## config.mk

```make
export PLATFORM = sky130hd
export DESIGN_NAME = gpio_irq_bank
export DESIGN_NICKNAME = d
export VERILOG_FILES = /design/src/rtl/gpio_bank_pkg.sv /design/src/rtl/gpio_alias_reg.sv /design/src/rtl/gpio_ctrl_regs.sv /design/src/rtl/gpio_in_sync.sv /design/src/rtl/gpio_irq_detect.sv /design/src/rtl/gpio_irq_merge.sv /design/src/rtl/gpio_irq_bank.sv
export SDC_FILE = /design/constraint.sdc
export NUM_CORES = 1
export LEC_CHECK = 0
export ABC_AREA = 1
export BUFFER_PORTS_ARGS = -buffer_cell sky130_fd_sc_hd__buf_2
export CAP_MARGIN = 0
export CORE_MARGIN = 2
export CORE_UTILIZATION = 38
export DETAILED_ROUTE_END_ITERATION = 7
export PLACE_DENSITY = 0.61
export REMOVE_ABC_BUFFERS = 1
export SYNTH_ARGS = -nofsm -noshare
export SYNTH_HDL_FRONTEND = slang
export SYNTH_SLANG_ARGS = --single-unit
export TNS_END_PERCENT = 50
```

## constraint.sdc

```tcl
create_clock -name clk_i -period 1.8 [get_ports clk_i]
set_input_delay 0.36 -clock clk_i [delete_from_list [all_inputs] [get_ports clk_i]]
set_output_delay 0.36 -clock clk_i [all_outputs]
set_load 0.01 [all_outputs]
```

## src/rtl/gpio_bank_pkg.sv

```systemverilog
package gpio_bank_pkg;

    // Register index field width and full byte-address width of the bank.
    localparam int REG_IDX_W  = 4;
    localparam int BUS_ADDR_W = REG_IDX_W + 4;

    typedef enum logic [1:0] {
        ALIAS_WRITE = 2'd0,
        ALIAS_SET   = 2'd1,
        ALIAS_CLEAR = 2'd2,
        ALIAS_NONE  = 2'd3
    } alias_e;

    typedef enum logic [REG_IDX_W-1:0] {
        REG_DOUT   = 4'd0,
        REG_DIN    = 4'd1,
        REG_DOE    = 4'd2,
        REG_ROUTE  = 4'd3,
        REG_IEN    = 4'd4,
        REG_LEVEL  = 4'd5,
        REG_POLAR  = 4'd6,
        REG_STATUS = 4'd7
    } reg_sel_e;

    // Trigger code is {polarity, sense}.
    typedef enum logic [1:0] {
        TRIG_FALL_EDGE  = 2'd0,
        TRIG_LOW_LEVEL  = 2'd1,
        TRIG_RISE_EDGE  = 2'd2,
        TRIG_HIGH_LEVEL = 2'd3
    } trig_e;

    localparam int RW_COUNT = 6;

endpackage

```

## src/rtl/gpio_alias_reg.sv

```systemverilog
module gpio_alias_reg
    import gpio_bank_pkg::*;
#(
    parameter int W = 32
) (
    input  logic         clk_i,
    input  logic         rst_ni,
    input  logic         wr_i,
    input  alias_e       kind_i,
    input  logic [W-1:0] data_i,
    output logic [W-1:0] q_o
);

    logic [W-1:0] q_d;

    always_comb begin
        q_d = q_o;
        unique case (kind_i)
            ALIAS_WRITE: q_d = data_i;
            ALIAS_SET:   q_d = q_o | data_i;
            ALIAS_CLEAR: q_d = q_o & ~data_i;
            default:     q_d = q_o;
        endcase
    end

    always_ff @(posedge clk_i or negedge rst_ni) begin
        if (!rst_ni) begin
            q_o <= '0;
        end else if (wr_i) begin
            q_o <= q_d;
        end
    end

    // a set write leaves every written one set.
    p_set_alias_r3: assert property (@(posedge clk_i) disable iff (!rst_ni)
        (wr_i && kind_i == ALIAS_SET) |=> ((q_o & $past(data_i)) == $past(data_i)));

    // a clear write leaves every written one cleared.
    p_clear_alias_r3: assert property (@(posedge clk_i) disable iff (!rst_ni)
        (wr_i && kind_i == ALIAS_CLEAR) |=> ((q_o & $past(data_i)) == '0));

    // ignored write kind holds the value.
    p_none_alias_r2: assert property (@(posedge clk_i) disable iff (!rst_ni)
        (wr_i && kind_i == ALIAS_NONE) |=> (q_o == $past(q_o)));

endmodule

```

## src/rtl/gpio_ctrl_regs.sv

```systemverilog
module gpio_ctrl_regs
    import gpio_bank_pkg::*;
#(
    parameter int NPINS = 32
) (
    input  logic                  clk_i,
    input  logic                  rst_ni,
    input  logic                  wr_i,
    input  logic [BUS_ADDR_W-1:0] addr_i,
    input  logic [NPINS-1:0]      wdata_i,
    input  logic [NPINS-1:0]      din_i,
    input  logic [NPINS-1:0]      status_i,
    output logic [NPINS-1:0]      rdata_o,
    output logic [NPINS-1:0]      dout_o,
    output logic [NPINS-1:0]      doe_o,
    output logic [NPINS-1:0]      route_o,
    output logic [NPINS-1:0]      ien_o,
    output logic [NPINS-1:0]      level_o,
    output logic [NPINS-1:0]      polar_o,
    output logic                  clr_stb_o,
    output logic [NPINS-1:0]      clr_mask_o
);

    localparam int IDX_LSB = BUS_ADDR_W - REG_IDX_W;

    reg_sel_e                     sel;
    alias_e                       kind;
    logic                         word_ok;
    logic                         wr_ok;
    logic [RW_COUNT-1:0][NPINS-1:0] rw_q;

    assign sel     = reg_sel_e'(addr_i[BUS_ADDR_W-1:IDX_LSB]);
    assign kind    = alias_e'(addr_i[3:2]);
    assign word_ok = (addr_i[1:0] == 2'b00);
    assign wr_ok   = wr_i && word_ok;

    function automatic reg_sel_e rw_slot(input int k);
        unique case (k)
            0:       return REG_DOUT;
            1:       return REG_DOE;
            2:       return REG_ROUTE;
            3:       return REG_IEN;
            4:       return REG_LEVEL;
            default: return REG_POLAR;
        endcase
    endfunction

    for (genvar k = 0; k < RW_COUNT; k++) begin : g_rw
        gpio_alias_reg #(
            .W (NPINS)
        ) u_reg (
            .clk_i  (clk_i),
            .rst_ni (rst_ni),
            .wr_i   (wr_ok && (sel == rw_slot(k))),
            .kind_i (kind),
            .data_i (wdata_i),
            .q_o    (rw_q[k])
        );
    end

    assign dout_o  = rw_q[0];
    assign doe_o   = rw_q[1];
    assign route_o = rw_q[2];
    assign ien_o   = rw_q[3];
    assign level_o = rw_q[4];
    assign polar_o = rw_q[5];

    // Only the clear kind reaches the hardware-owned status register.
    assign clr_stb_o  = wr_ok && (sel == REG_STATUS) && (kind == ALIAS_CLEAR);
    assign clr_mask_o = wdata_i;

    always_comb begin
        rdata_o = '0;
        unique case (sel)
            REG_DOUT:   rdata_o = rw_q[0];
            REG_DIN:    rdata_o = din_i;
            REG_DOE:    rdata_o = rw_q[1];
            REG_ROUTE:  rdata_o = rw_q[2];
            REG_IEN:    rdata_o = rw_q[3];
            REG_LEVEL:  rdata_o = rw_q[4];
            REG_POLAR:  rdata_o = rw_q[5];
            REG_STATUS: rdata_o = status_i;
            default:    rdata_o = '0;
        endcase
    end

    // a clear strobe can only come from a status-register clear write.
    p_clear_source_r8: assert property (@(posedge clk_i) disable iff (!rst_ni)
        clr_stb_o |-> (wr_i && addr_i[BUS_ADDR_W-1:IDX_LSB] == 4'd7 && addr_i[3:2] == 2'd2));

endmodule

```

## src/rtl/gpio_in_sync.sv

```systemverilog
module gpio_in_sync #(
    parameter int W      = 32,
    parameter int STAGES = 2
) (
    input  logic         clk_i,
    input  logic         rst_ni,
    input  logic [W-1:0] pins_i,
    output logic [W-1:0] sync_o
);

    logic [W-1:0] stage_q [STAGES];

    always_ff @(posedge clk_i or negedge rst_ni) begin
        if (!rst_ni) begin
            for (int s = 0; s < STAGES; s++) begin
                stage_q[s] <= '0;
            end
        end else begin
            stage_q[0] <= pins_i;
            for (int s = 1; s < STAGES; s++) begin
                stage_q[s] <= stage_q[s-1];
            end
        end
    end

    assign sync_o = stage_q[STAGES-1];

    if (STAGES == 2) begin : g_chk
        logic [1:0] warm_q;
        always_ff @(posedge clk_i or negedge rst_ni) begin
            if (!rst_ni) begin
                warm_q <= '0;
            end else if (warm_q != 2'd2) begin
                warm_q <= warm_q + 2'd1;
            end
        end

        // synchronized value is the pin level from two edges back.
        p_sync_latency_r5: assert property (@(posedge clk_i) disable iff (!rst_ni)
            (warm_q == 2'd2) |-> (sync_o == $past(pins_i, 2)));
    end

endmodule

```

## src/rtl/gpio_irq_detect.sv

```systemverilog
module gpio_irq_detect
    import gpio_bank_pkg::*;
#(
    parameter int NPINS = 32
) (
    input  logic             clk_i,
    input  logic             rst_ni,
    input  logic [NPINS-1:0] sync_i,
    input  logic [NPINS-1:0] route_i,
    input  logic [NPINS-1:0] level_i,
    input  logic [NPINS-1:0] polar_i,
    input  logic             clr_stb_i,
    input  logic [NPINS-1:0] clr_mask_i,
    output logic [NPINS-1:0] status_o
);

    logic [NPINS-1:0] prev_q;
    logic [NPINS-1:0] status_q;
    logic [NPINS-1:0] hit;
    logic [NPINS-1:0] keep;

    for (genvar i = 0; i < NPINS; i++) begin : g_pin
        trig_e mode;
        logic  raw;
        assign mode = trig_e'({polar_i[i], level_i[i]});

        always_comb begin
            unique case (mode)
                TRIG_FALL_EDGE:  raw = prev_q[i] & ~sync_i[i];
                TRIG_LOW_LEVEL:  raw = ~sync_i[i];
                TRIG_RISE_EDGE:  raw = sync_i[i] & ~prev_q[i];
                TRIG_HIGH_LEVEL: raw = sync_i[i];
                default:         raw = 1'b0;
            endcase
        end

        assign hit[i] = raw & route_i[i];
    end

    assign keep = clr_stb_i ? (status_q & ~clr_mask_i) : status_q;

    always_ff @(posedge clk_i or negedge rst_ni) begin
        if (!rst_ni) begin
            prev_q   <= '0;
            status_q <= '0;
        end else begin
            prev_q   <= sync_i;
            status_q <= keep | hit;
        end
    end

    assign status_o = status_q;

    // without a clear strobe no status bit falls.
    p_status_sticky_r8: assert property (@(posedge clk_i) disable iff (!rst_ni)
        !clr_stb_i |=> (($past(status_q) & ~status_q) == '0));

    // no bit rises on a pin that was not routed.
    p_unrouted_quiet_r7: assert property (@(posedge clk_i) disable iff (!rst_ni)
        ((status_q & ~$past(status_q) & ~$past(route_i)) == '0));

    // a routed rising edge in rising mode is latched.
    p_rise_latch_r6: assert property (@(posedge clk_i) disable iff (!rst_ni)
        (($past(route_i & ~level_i & polar_i & sync_i & ~prev_q) & ~status_q) == '0));

    // a routed active level keeps its bit set even across a clear.
    p_level_hold_r9: assert property (@(posedge clk_i) disable iff (!rst_ni)
        (($past(route_i & level_i & ~(sync_i ^ polar_i)) & ~status_q) == '0));

endmodule

```

## src/rtl/gpio_irq_merge.sv

```systemverilog
module gpio_irq_merge #(
    parameter int NPINS       = 32,
    parameter bit SPLIT_UPPER = 1'b1
) (
    input  logic [NPINS-1:0] status_i,
    input  logic [NPINS-1:0] ien_i,
    input  logic [NPINS-1:0] route_i,
    output logic             irq_main_o,
    output logic             irq_upper_o
);

    localparam int HALF = NPINS / 2;

    logic [NPINS-1:0] live;
    assign live = status_i & ien_i & route_i;

    if (SPLIT_UPPER) begin : g_split
        assign irq_main_o  = |live[HALF-1:0];
        assign irq_upper_o = |live[NPINS-1:HALF];
    end else begin : g_single
        assign irq_main_o  = |live;
        assign irq_upper_o = 1'b0;
    end

endmodule

```

## src/rtl/gpio_irq_bank.sv

```systemverilog
module gpio_irq_bank
    import gpio_bank_pkg::*;
#(
    parameter int NPINS       = 32,
    parameter bit SPLIT_UPPER = 1'b1,
    parameter int SYNC_STAGES = 2
) (
    input  logic                  clk_i,
    input  logic                  rst_ni,
    input  logic                  bus_wr_i,
    input  logic [BUS_ADDR_W-1:0] bus_addr_i,
    input  logic [NPINS-1:0]      bus_wdata_i,
    output logic [NPINS-1:0]      bus_rdata_o,
    input  logic [NPINS-1:0]      pad_in_i,
    output logic [NPINS-1:0]      pad_out_o,
    output logic [NPINS-1:0]      pad_oe_o,
    output logic                  irq_main_o,
    output logic                  irq_upper_o
);

    logic [NPINS-1:0] din;
    logic [NPINS-1:0] status;
    logic [NPINS-1:0] route;
    logic [NPINS-1:0] ien;
    logic [NPINS-1:0] level;
    logic [NPINS-1:0] polar;
    logic             clr_stb;
    logic [NPINS-1:0] clr_mask;

    gpio_in_sync #(
        .W      (NPINS),
        .STAGES (SYNC_STAGES)
    ) u_sync (
        .clk_i  (clk_i),
        .rst_ni (rst_ni),
        .pins_i (pad_in_i),
        .sync_o (din)
    );

    gpio_ctrl_regs #(
        .NPINS (NPINS)
    ) u_regs (
        .clk_i      (clk_i),
        .rst_ni     (rst_ni),
        .wr_i       (bus_wr_i),
        .addr_i     (bus_addr_i),
        .wdata_i    (bus_wdata_i),
        .din_i      (din),
        .status_i   (status),
        .rdata_o    (bus_rdata_o),
        .dout_o     (pad_out_o),
        .doe_o      (pad_oe_o),
        .route_o    (route),
        .ien_o      (ien),
        .level_o    (level),
        .polar_o    (polar),
        .clr_stb_o  (clr_stb),
        .clr_mask_o (clr_mask)
    );

    gpio_irq_detect #(
        .NPINS (NPINS)
    ) u_detect (
        .clk_i      (clk_i),
        .rst_ni     (rst_ni),
        .sync_i     (din),
        .route_i    (route),
        .level_i    (level),
        .polar_i    (polar),
        .clr_stb_i  (clr_stb),
        .clr_mask_i (clr_mask),
        .status_o   (status)
    );

    gpio_irq_merge #(
        .NPINS       (NPINS),
        .SPLIT_UPPER (SPLIT_UPPER)
    ) u_merge (
        .status_i    (status),
        .ien_i       (ien),
        .route_i     (route),
        .irq_main_o  (irq_main_o),
        .irq_upper_o (irq_upper_o)
    );

    // an interrupt line needs some pin with both masks open.
    p_irq_gate_r10: assert property (@(posedge clk_i) disable iff (!rst_ni)
        (irq_main_o || irq_upper_o) |-> ((ien & route & status) != '0));

    // the upper line is silent in the single-line arrangement.
    p_upper_silent_r11: assert property (@(posedge clk_i) disable iff (!rst_ni)
        !SPLIT_UPPER |-> !irq_upper_o);

endmodule

```

---- Word level (Yosys, flattened, before mapping) ----
Index checks and enable logic that the tools add are counted.
word-level totals
  flip-flop bits (word level) ............. 320
  input bits .............................. 75
  output and inout port bits .............. 98
  word-level logic and storage cells ...... 385
operators by class
  equality and inequality tests ........... 105
  multiplexer cells ....................... 40
  bitwise logic cells ..................... 177
  reduce and logical (&&, ||, !) cells .... 53
operator list
  cell                                            count
  one-hot mux 32 bit (3 select lines)             6
  bitwise AND 32 bit                              9
  one-hot mux 32 bit (8 select lines)             1
  bitwise OR 32 bit                               7
  == test 2 bit (second input constant)           65
  one-hot mux 1 bit (4 select lines)              32
  bitwise AND 1 bit                               96
  logical NOT 2 bit                               34
  == test 2 x 1 -> 1 bit (second input constant)  33
  NOT 1 bit                                       64
  two-way mux 32 bit                              1
  NOT 32 bit                                      1
  OR reduction 16 bit                             2
  == test 4 x 3 -> 1 bit (second input constant)  4
  AND reduction 2 bit                             6
  logical AND 1 bit                               9
  == test 4 x 2 -> 1 bit (second input constant)  2
  == test 4 x 1 -> 1 bit (second input constant)  1
  logical NOT 4 bit                               1
  nonzero test 3 bit                              1

---- Logic depth before layout (Yosys ltp) ----
Gate-level depths: netlist of the first run.
  word-level depth ........................ 6
  gate-level depth with buffers ........... 10
  gate-level depth less buffers ........... 8

---- Modules after synthesis ----
Synthesis of the first run repeated with hierarchy kept, for this count alone.
unflattened totals
  cell total of the unflattened synthesis .. 3152
  area, all modules ....................... 20204.4 µm²
by module, submodules not included
  module           times used  cells an instance  area each (µm²)  sequential area each (µm²)
  gpio_alias_reg   6           313                2000.7           800.8
  gpio_irq_detect  1           515                3316.9           1601.5
  gpio_ctrl_regs   1           593                2733.9           0.0
  gpio_in_sync     1           96                 1841.8           1601.5
  gpio_irq_merge   1           70                 307.8            0.0

---- Worst setup path before layout of the first run ----
Ideal clock, no wire load.
  path type ............................... input-to-reg
  from .................................... in bus_addr_i[2]
  to ...................................... reg u_regs.g_rw[4].u_reg.q_o[10]
  setup time .............................. 0.116 ns
  data arrival time ....................... 1.506 ns
  required time ........................... 1.684 ns
  slack ................................... 0.178 ns
  cell stages on the path ................. 10
  buffers on the path ..................... 3
  cell sequence ........................... inv_1 > ha_1 > buf_2 > buf_2 > clkbuf_1 > nor2_1 > nand2_1 > nand2_1 > nand2_1 > nand2_1
between the ends
  longest elaborated chain between the ends .. 3
  elaborated cells on any way between the ends .. 6
  classes of those cells .................. 2 x eq/ne; 1 x mux; 3 x reduce/logical
RTL lines
  item                                                  line                  source
  start: declaration                                    gpio_irq_bank.sv:11   input logic [BUS_ADDR_W-1:0] bus_addr_i,
  == test 2 x 1 -> 1 bit, or another cell as far along  gpio_alias_reg.sv:18  unique case (kind_i)
  nonzero test 3 bit (no line)                          -
  AND reduction 2 bit (no line)                         -
  end signal: assignment                                gpio_alias_reg.sv:30  q_o <= q_d;
  end: declaration                                      gpio_alias_reg.sv:11  output logic [W-1:0] q_o
Several ways; a longest one is shown, not always the timed one.
A chain may end at the register's enable or synchronous reset.

---- Worst setup path in the final report of the first run ----
  from .................................... reg u_regs.g_rw[2].u_reg.q_o[25]
  to ...................................... out irq_upper_o
between the ends
  longest elaborated chain between the ends .. 2
RTL lines
  item                      line                  source
  start: declaration        gpio_alias_reg.sv:11
  start signal: assignment  gpio_alias_reg.sv:30
  bitwise AND 32 bit        gpio_irq_merge.sv:15  assign live = status_i & ien_i & route_i;
  OR reduction 16 bit       gpio_irq_merge.sv:19  assign irq_upper_o = |live[NPINS-1:HALF];
  end: declaration          gpio_irq_bank.sv:18   output logic irq_upper_o
Every way passes these cells.

==> results of run 1 <==
==> critical path, cell delays in order (launching register included) <==
cell     delay (ns)
dfrtp_1        0.43
nand3_1        0.14
nand4_1        0.17
nor2_4         0.15
nand2_2        0.09
buf_6          0.13
==> kinds of logic after synthesis <==
group	Yosys count	synth area share [%]
adders and majority gates	3	0.210
and+or+nand+nor	2209	48.3
DFF	320	44.7
AOI/OAI and AO/OA	64	1.79
buffers and inverters	207	4.98
==> flip-flops by register name, summed over array words and instances, names as in the netlist <==
register / count
u_detect.status_o: 32
u_sync.sync_o: 32
u_sync.stage_q: 32
u_detect.prev_q: 32
u_regs.g_rw.u_reg.q_o: 192
==> synth_stat cells, drive strengths merged <==
master,number
o21ai,64
clkbuf,67
nor2,503
inv,59
nand3,259
nand4,2
ha,3
buf,81
dfrtp,320
nor3,1
nand2,1444
==> where the power goes <==
| group | switching [W] | leakage [nW] | internal [W] |
|---|---|---|---|
| logic | 0.00215 | 8.51 | 0.00151 |
| clock network | 0.00330 | 0.633 | 0.00474 |
| registers | 0.000580 | 4.00 | 0.00774 |
==> worst min path at each step <==
stage,start,slack [ns],endpoint,cells past startpoint
final,bus_wdata_i[10],0.12,u_detect.status_o[10],4
after CTS,bus_wdata_i[20],0.11,u_detect.status_o[20],4
after floorplan,rst_ni,0.06,u_detect.prev_q[0],0
after global routing,bus_wdata_i[4],0.13,u_detect.status_o[4],4
after global placement,rst_ni,0.29,u_detect.prev_q[13],1
after detailed placement,rst_ni,0.30,u_detect.prev_q[13],1
==> layer usage <==
| metal | up-vias | track usage [%] |
|---|---|---|
| met5 | - | 0 |
| met4 | 2 | 10.2 |
| met3 | 166 | 4.93 |
| met2 | 899 | 46.1 |
| met1 | 9259 | 36.5 |
| li1 | 9313 | - |
==> cell type report <==
class                      count  area, µm²  area share (%)
clock inverter                10        115           0.482
clock buffer                  59       1160            4.87
sequential                   320       8030            33.6
multi-input combinational   2276       9460            39.6
tap                          607        759            3.18
inverter                      59        226           0.948
timing repair buffer         439       4130            17.3
==> through the flow <==
| step | TNS, ns | hold WS (ns) |
|---|---|---|
| floorplan | -784.19 | 0.0644 |
| global placement | -12.67 | 0.293 |
| detailed placement | -19.02 | 0.298 |
| CTS | -4.50 | 0.107 |
| global route | -5.93 | 0.133 |
| finish | -3.67 | 0.125 |
==> what timing repair did <==
item | CTS | global route
resized for setup | 105 | 63
cloned | 10 | 0
setup buffers | 78 | 34
hold buffers | 33 | 0
hold endpoints to repair | 64 | 0
setup endpoints to repair | 34 | 34
pin swaps | 72 | 60
==> flow_summary.json, run 1 <==
{
  "status": "complete, but fails checks",
  "violations": "setup timing",
  "h-tree-depth": 2,
  "die_h_um": 221,
  "drt-met1-wl_um": 28300,
  "avgSynthCellArea_um2": 6.39,
  "grt_max_degree": 71,
  "r2r_setup_slack_ns": 0.58,
  "clk_latency_ns": 0.59,
  "drt_pass1_iterations": 6,
  "dpl_cell_area_um2": 20600,
  "cts-root-buf": "clkbuf_16",
  "cts_buffer_depth": 3,
  "grt-ovfl-total": 0,
  "worst_clock_skew_ns": 0.0251,
  "antenna_found_initial": 1,
  "postSynthCellCount": 2803,
  "dp.cells": 3547,
  "fillCellCount": 4478,
  "grt_pass1_vias": 18735,
  "drt_iter0_markers": 1949,
  "ios": 173,
  "grt_pass1_wl_um": 107000,
  "wl_per_cell_um": 18.3,
  "tightest_slew_ns": 0.797,
  "path_max_fanout": 5,
  "grt_setup_unrepaired": "yes",
  "synth_seq_cells": 320,
  "setup_ws_ns": -0.231,
  "crit_type": "register to output pin",
  "grt_usage_pct": 27.9,
  "synth_area_um2": 17900,
  "dp_hpwl_um": 42100,
  "postRouteWirelength_um": 68800,
  "final_cell_area_um2": 23900,
  "critical_path_arrival_ns": 1.67,
  "portBuffers": 172,
  "synth_warnings": 0,
  "vias_per_cell": 5.21,
  "start_util_pct": 38.4,
  "dp_slack_ns": -0.222,
  "wl_met3_um": 5330,
  "slew-limit-headroom_pct": 46.3,
  "most-common-layout-cells": "nand2_1 (1421), nor2_1 (482), dfrtp_1 (303), nand3_1 (211), buf_2 (162)",
  "final_common_cell": "nand2_1",
  "remaining_drc_errors": 0,
  "critPathCapture": "irq_upper_o",
  "powerDensity_nw_per_um2": 838,
  "synth_top_area_share_pct": 44.7,
  "end_kind": "output pin",
  "power.leakage_nw": 13.2,
  "peakVddDrop_uv": 830,
  "antenna_left": 0,
  "final-hold-violation-count": 0,
  "r2r-end": "u_regs.g_rw[2].u_reg.q_o[21]",
  "drive_above_1_share_pct": 18.4,
  "netlist_top_cells_area": "dfrtp_1 (45%), nand2_1 (30%), nor2_1 (10%), nand3_1 (7.2%), buf_2 (1.8%)",
  "via_count": 19639,
  "period_needed_ns": 2.03,
  "layout.nets": 3213,
  "gp_congestion": 0.882,
  "numCtsBuffers": 39,
  "dieArea_um2": 48900,
  "final_core_util_pct": 51.3,
  "ys_types": 16,
  "power_w": 0.0200,
  "final_max_slew_viol_count": 0,
  "cts_tree": "done",
  "fmax_mhz": 492,
  "reg2reg_from": "u_regs.g_rw[2].u_reg.q_o[21]",
  "cp_data_required_time_ns": 1.44,
  "route.met2.wl_um": 33000,
  "r2r_cells": 9,
  "core_um2": 46600,
  "yosysSeqAreaShare_pct": 44.7,
  "setup_violations": 34,
  "placementRows": 79,
  "cts.sinks": 320,
  "drv_cap": 0,
  "fin_crit_sh_pct": 113,
  "area_delta_synth_final_pct": 33.4,
  "die_x_um": 221,
  "hp-class": "input pin to register",
  "clkTransAtPathRegs_ns": 0.06,
  "highest_layer": "met5",
  "n_antenna_cell": 0,
  "synth_top_cell_by_area": "dfrtp_1",
  "stdcell_count": 3770,
  "critPathLaunch": "u_regs.g_rw[2].u_reg.q_o[25]",
  "startpoint_type": "register"
}
No activity file was read; power rests on OpenSTA's default activity.
==> run 2, diff against run 1 <==
==> constraint.sdc (replaced) <==
create_clock -name clk_i -period 1.8 [get_ports clk_i]
set_input_delay 0.18 -clock clk_i [delete_from_list [all_inputs] [get_ports clk_i]]
set_output_delay 0.18 -clock clk_i [all_outputs]
set_load 0.01 [all_outputs]
==> run 2 against run 1 <==
The flow still finishes with violations (setup timing). Hold slack worse by 0.0022 ns. Routed wire length down 5.2%. Cell count down 2.1%. Sequential share of layout area up 1.9 points. Critical endpoint unchanged. Critical path type unchanged. Global-route usage down 1.4 points. First-iteration DRC count down 9.9%. Largest power group unchanged. Register-to-register slack better by 0.08 ns. Design area down 5.4%.
==> flow_summary.json, run 2 (synthesized netlist as in run 1, its figures left out) <==
{
  "status": "complete, but fails checks",
  "violations": "setup timing",
  "wl_per_cell_um": 17.7,
  "max_stage_delay_ns": 0.45,
  "ios": 173,
  "most-common-layout-cells": "nand2_1 (1430), nor2_1 (481), dfrtp_1 (313), nand3_1 (241), buf_2 (166)",
  "largest_register_ffs": 192,
  "fin_crit_sh_pct": 101,
  "grt_setup_unrepaired": "yes",
  "finalSetupTns_ns": -0.0198,
  "startpoint_type": "register",
  "critical_path_arrival_ns": 1.64,
  "period_needed_ns": 1.82,
  "vias_per_cell": 5.21,
  "start_util_pct": 38.4,
  "end_kind": "output pin",
  "setup_violations": 1,
  "powerDensity_nw_per_um2": 875,
  "drt_iter0_markers": 1757,
  "cts-root-buf": "clkbuf_16",
  "placementRows": 79,
  "crit_top_cell": "nand2_2",
  "core_um2": 46600,
  "grt_usage_pct": 26.5,
  "path_cells": "nand3_2 > nand2_1 > inv_2 > nand2_2 > nor2_2 > nand2_2 > buf_6",
  "grt_pass1_wl_um": 103000,
  "largest_register": "u_regs.g_rw.u_reg.q_o",
  "clk_latency_ns": 0.56,
  "cts_buffer_depth": 3,
  "crit_type": "register to output pin",
  "crit_family": "flip-flops",
  "p_int_w": 0.0139,
  "dieArea_um2": 48900,
  "setup_ws_ns": -0.0198,
  "antenna_found_initial": 1,
  "power_switching_w": 0.00582,
  "via_count": 19205,
  "cp_data_required_time_ns": 1.62,
  "dp_slack_ns": 0.00765,
  "worst-path-buf-inv": 2,
  "portBuffers": 172,
  "hp-class": "input pin to asynchronous set/reset pin",
  "slew-limit-headroom_pct": 49.1,
  "tightest_slew_ns": 0.756,
  "numCtsBuffers": 39,
  "drive_above_1_share_pct": 13.5,
  "power.leakage_nw": 12.5,
  "path_max_fanout": 5,
  "grt-ovfl-total": 0,
  "r2r_setup_slack_ns": 0.66,
  "reg2reg_from": "u_regs.g_rw[2].u_reg.q_o[14]",
  "gp_congestion": 0.846,
  "area_delta_synth_final_pct": 26.1,
  "final_core_util_pct": 48.5,
  "layout.nets": 3132,
  "grt_max_degree": 66,
  "r2r-end": "u_regs.g_rw[2].u_reg.q_o[14]",
  "clkTransAtPathRegs_ns": 0.05,
  "fmax_mhz": 550,
  "h-tree-depth": 2,
  "remaining_drc_errors": 0,
  "grt_pass1_vias": 18390,
  "p_seq_share_pct": 42.2,
  "drv_cap": 0,
  "cts.sinks": 320,
  "final_common_cell": "nand2_1",
  "cts_tree": "done",
  "crit_slowest_cell": "dfrtp_2",
  "dp_hpwl_um": 40300,
  "final_max_slew_viol_count": 0,
  "die_h_um": 221,
  "postRouteWirelength_um": 65300,
  "drt_pass1_iterations": 7,
  "worst_clock_skew_ns": 0.0112,
  "antenna_left": 0,
  "final-hold-violation-count": 0,
  "swShare_pct": 29.5,
  "peakVddDrop_uv": 730,
  "clkPwrFrac_pct": 41.4,
  "die_x_um": 221,
  "r2r_cells": 8,
  "power_frac_comb_pct": 16.4
}
## run 2: changes by cell type in the layout (fill, tap and decap cells not counted), sizes merged
cell / before / now
buf: 406 / 293
bufinv: 2 / 3
clkinv: 7 / 4
clkinvlp: 0 / 2
diode: 0 / 1
dlygate4sd3: 33 / 65
inv: 60 / 59
## run 2: worst reg2reg max path: cells and delay by family, from the launching register on
family | cells | cell delay, ns
buffers and inverters | 2 | 0.29
flip-flops | 1 | 0.39
AND/OR/NAND/NOR | 6 | 0.34
## run 2: area by class of cell
class                           count  area, µm²
Multi-Input combinational cell   2276       9250
Tap cell                          607        759
Sequential cell                   320       8020
Clock buffer                       59       1180
Inverter                           59        221
Antenna cell                        1       2.50
Fill cell                        4607      24000
Clock inverter                      9        125
Timing Repair Buffer              358       3020
## run 2: worst max path at each step
| stage | start | to | slack, ns | cells after the start |
|---|---|---|---|---|
| floorplan | bus_addr_i[6] | u_regs.g_rw[0].u_reg.q_o[0] | -3.68 | 5 |
| global placement | bus_addr_i[2] | u_regs.g_rw[2].u_reg.q_o[14] | 0.06 | 10 |
| detailed placement | bus_addr_i[2] | u_regs.g_rw[4].u_reg.q_o[3] | 0.008 | 10 |
| CTS | u_regs.g_rw[2].u_reg.q_o[20] | irq_upper_o | -0.01 | 7 |
| global route | u_detect.status_o[30] | irq_upper_o | -0.06 | 7 |
| finish | u_regs.g_rw[2].u_reg.q_o[20] | irq_upper_o | -0.02 | 7 |
## run 2: repair_timing
| item | CTS | global route |
|---|---|---|
| resized for setup | 31 | 22 |
| endpoints found under the setup margin | 2 | 19 |
| hold endpoints to repair | 350 | 0 |
| setup buffers | 35 | 4 |
| cloned | 0 | 0 |
| pin swaps | 13 | 25 |
| hold buffers | 65 | 0 |
## run 2: per-layer routing
layer	wire (µm)	vias to the layer above	global-route usage (%)
met5	0	-	0
met4	2710	0	11.7
met3	5020	193	4.08
met2	30400	871	43.4
met1	27100	9006	34.7
li1	-	9135	-
## run 2: power groups by stage
stage               clock, W  sequential, W  combinational (W)
global route         0.00862        0.00841            0.00365
CTS                  0.00836        0.00832            0.00321
finish               0.00818        0.00833            0.00324
floorplan                  0        0.00834            0.00165
detailed placement         0        0.00847            0.00291
global placement           0        0.00845            0.00285
## run 2: metrics by stage
| stage | hold WS (ns) | total power [W] | cell area [µm²] | cells |
|---|---|---|---|---|
| after floorplan | -0.116 | 0.00999 | 17200 | 2655 |
| after global placement | 0.108 | 0.0113 | 20100 | 3516 |
| after detailed placement | 0.118 | 0.0114 | 20100 | 3516 |
| after CTS | 0.116 | 0.0199 | 22500 | 3684 |
| after global routing | 0.139 | 0.0207 | 22600 | 3689 |
| final | 0.122 | 0.0198 | 22600 | 3689 |
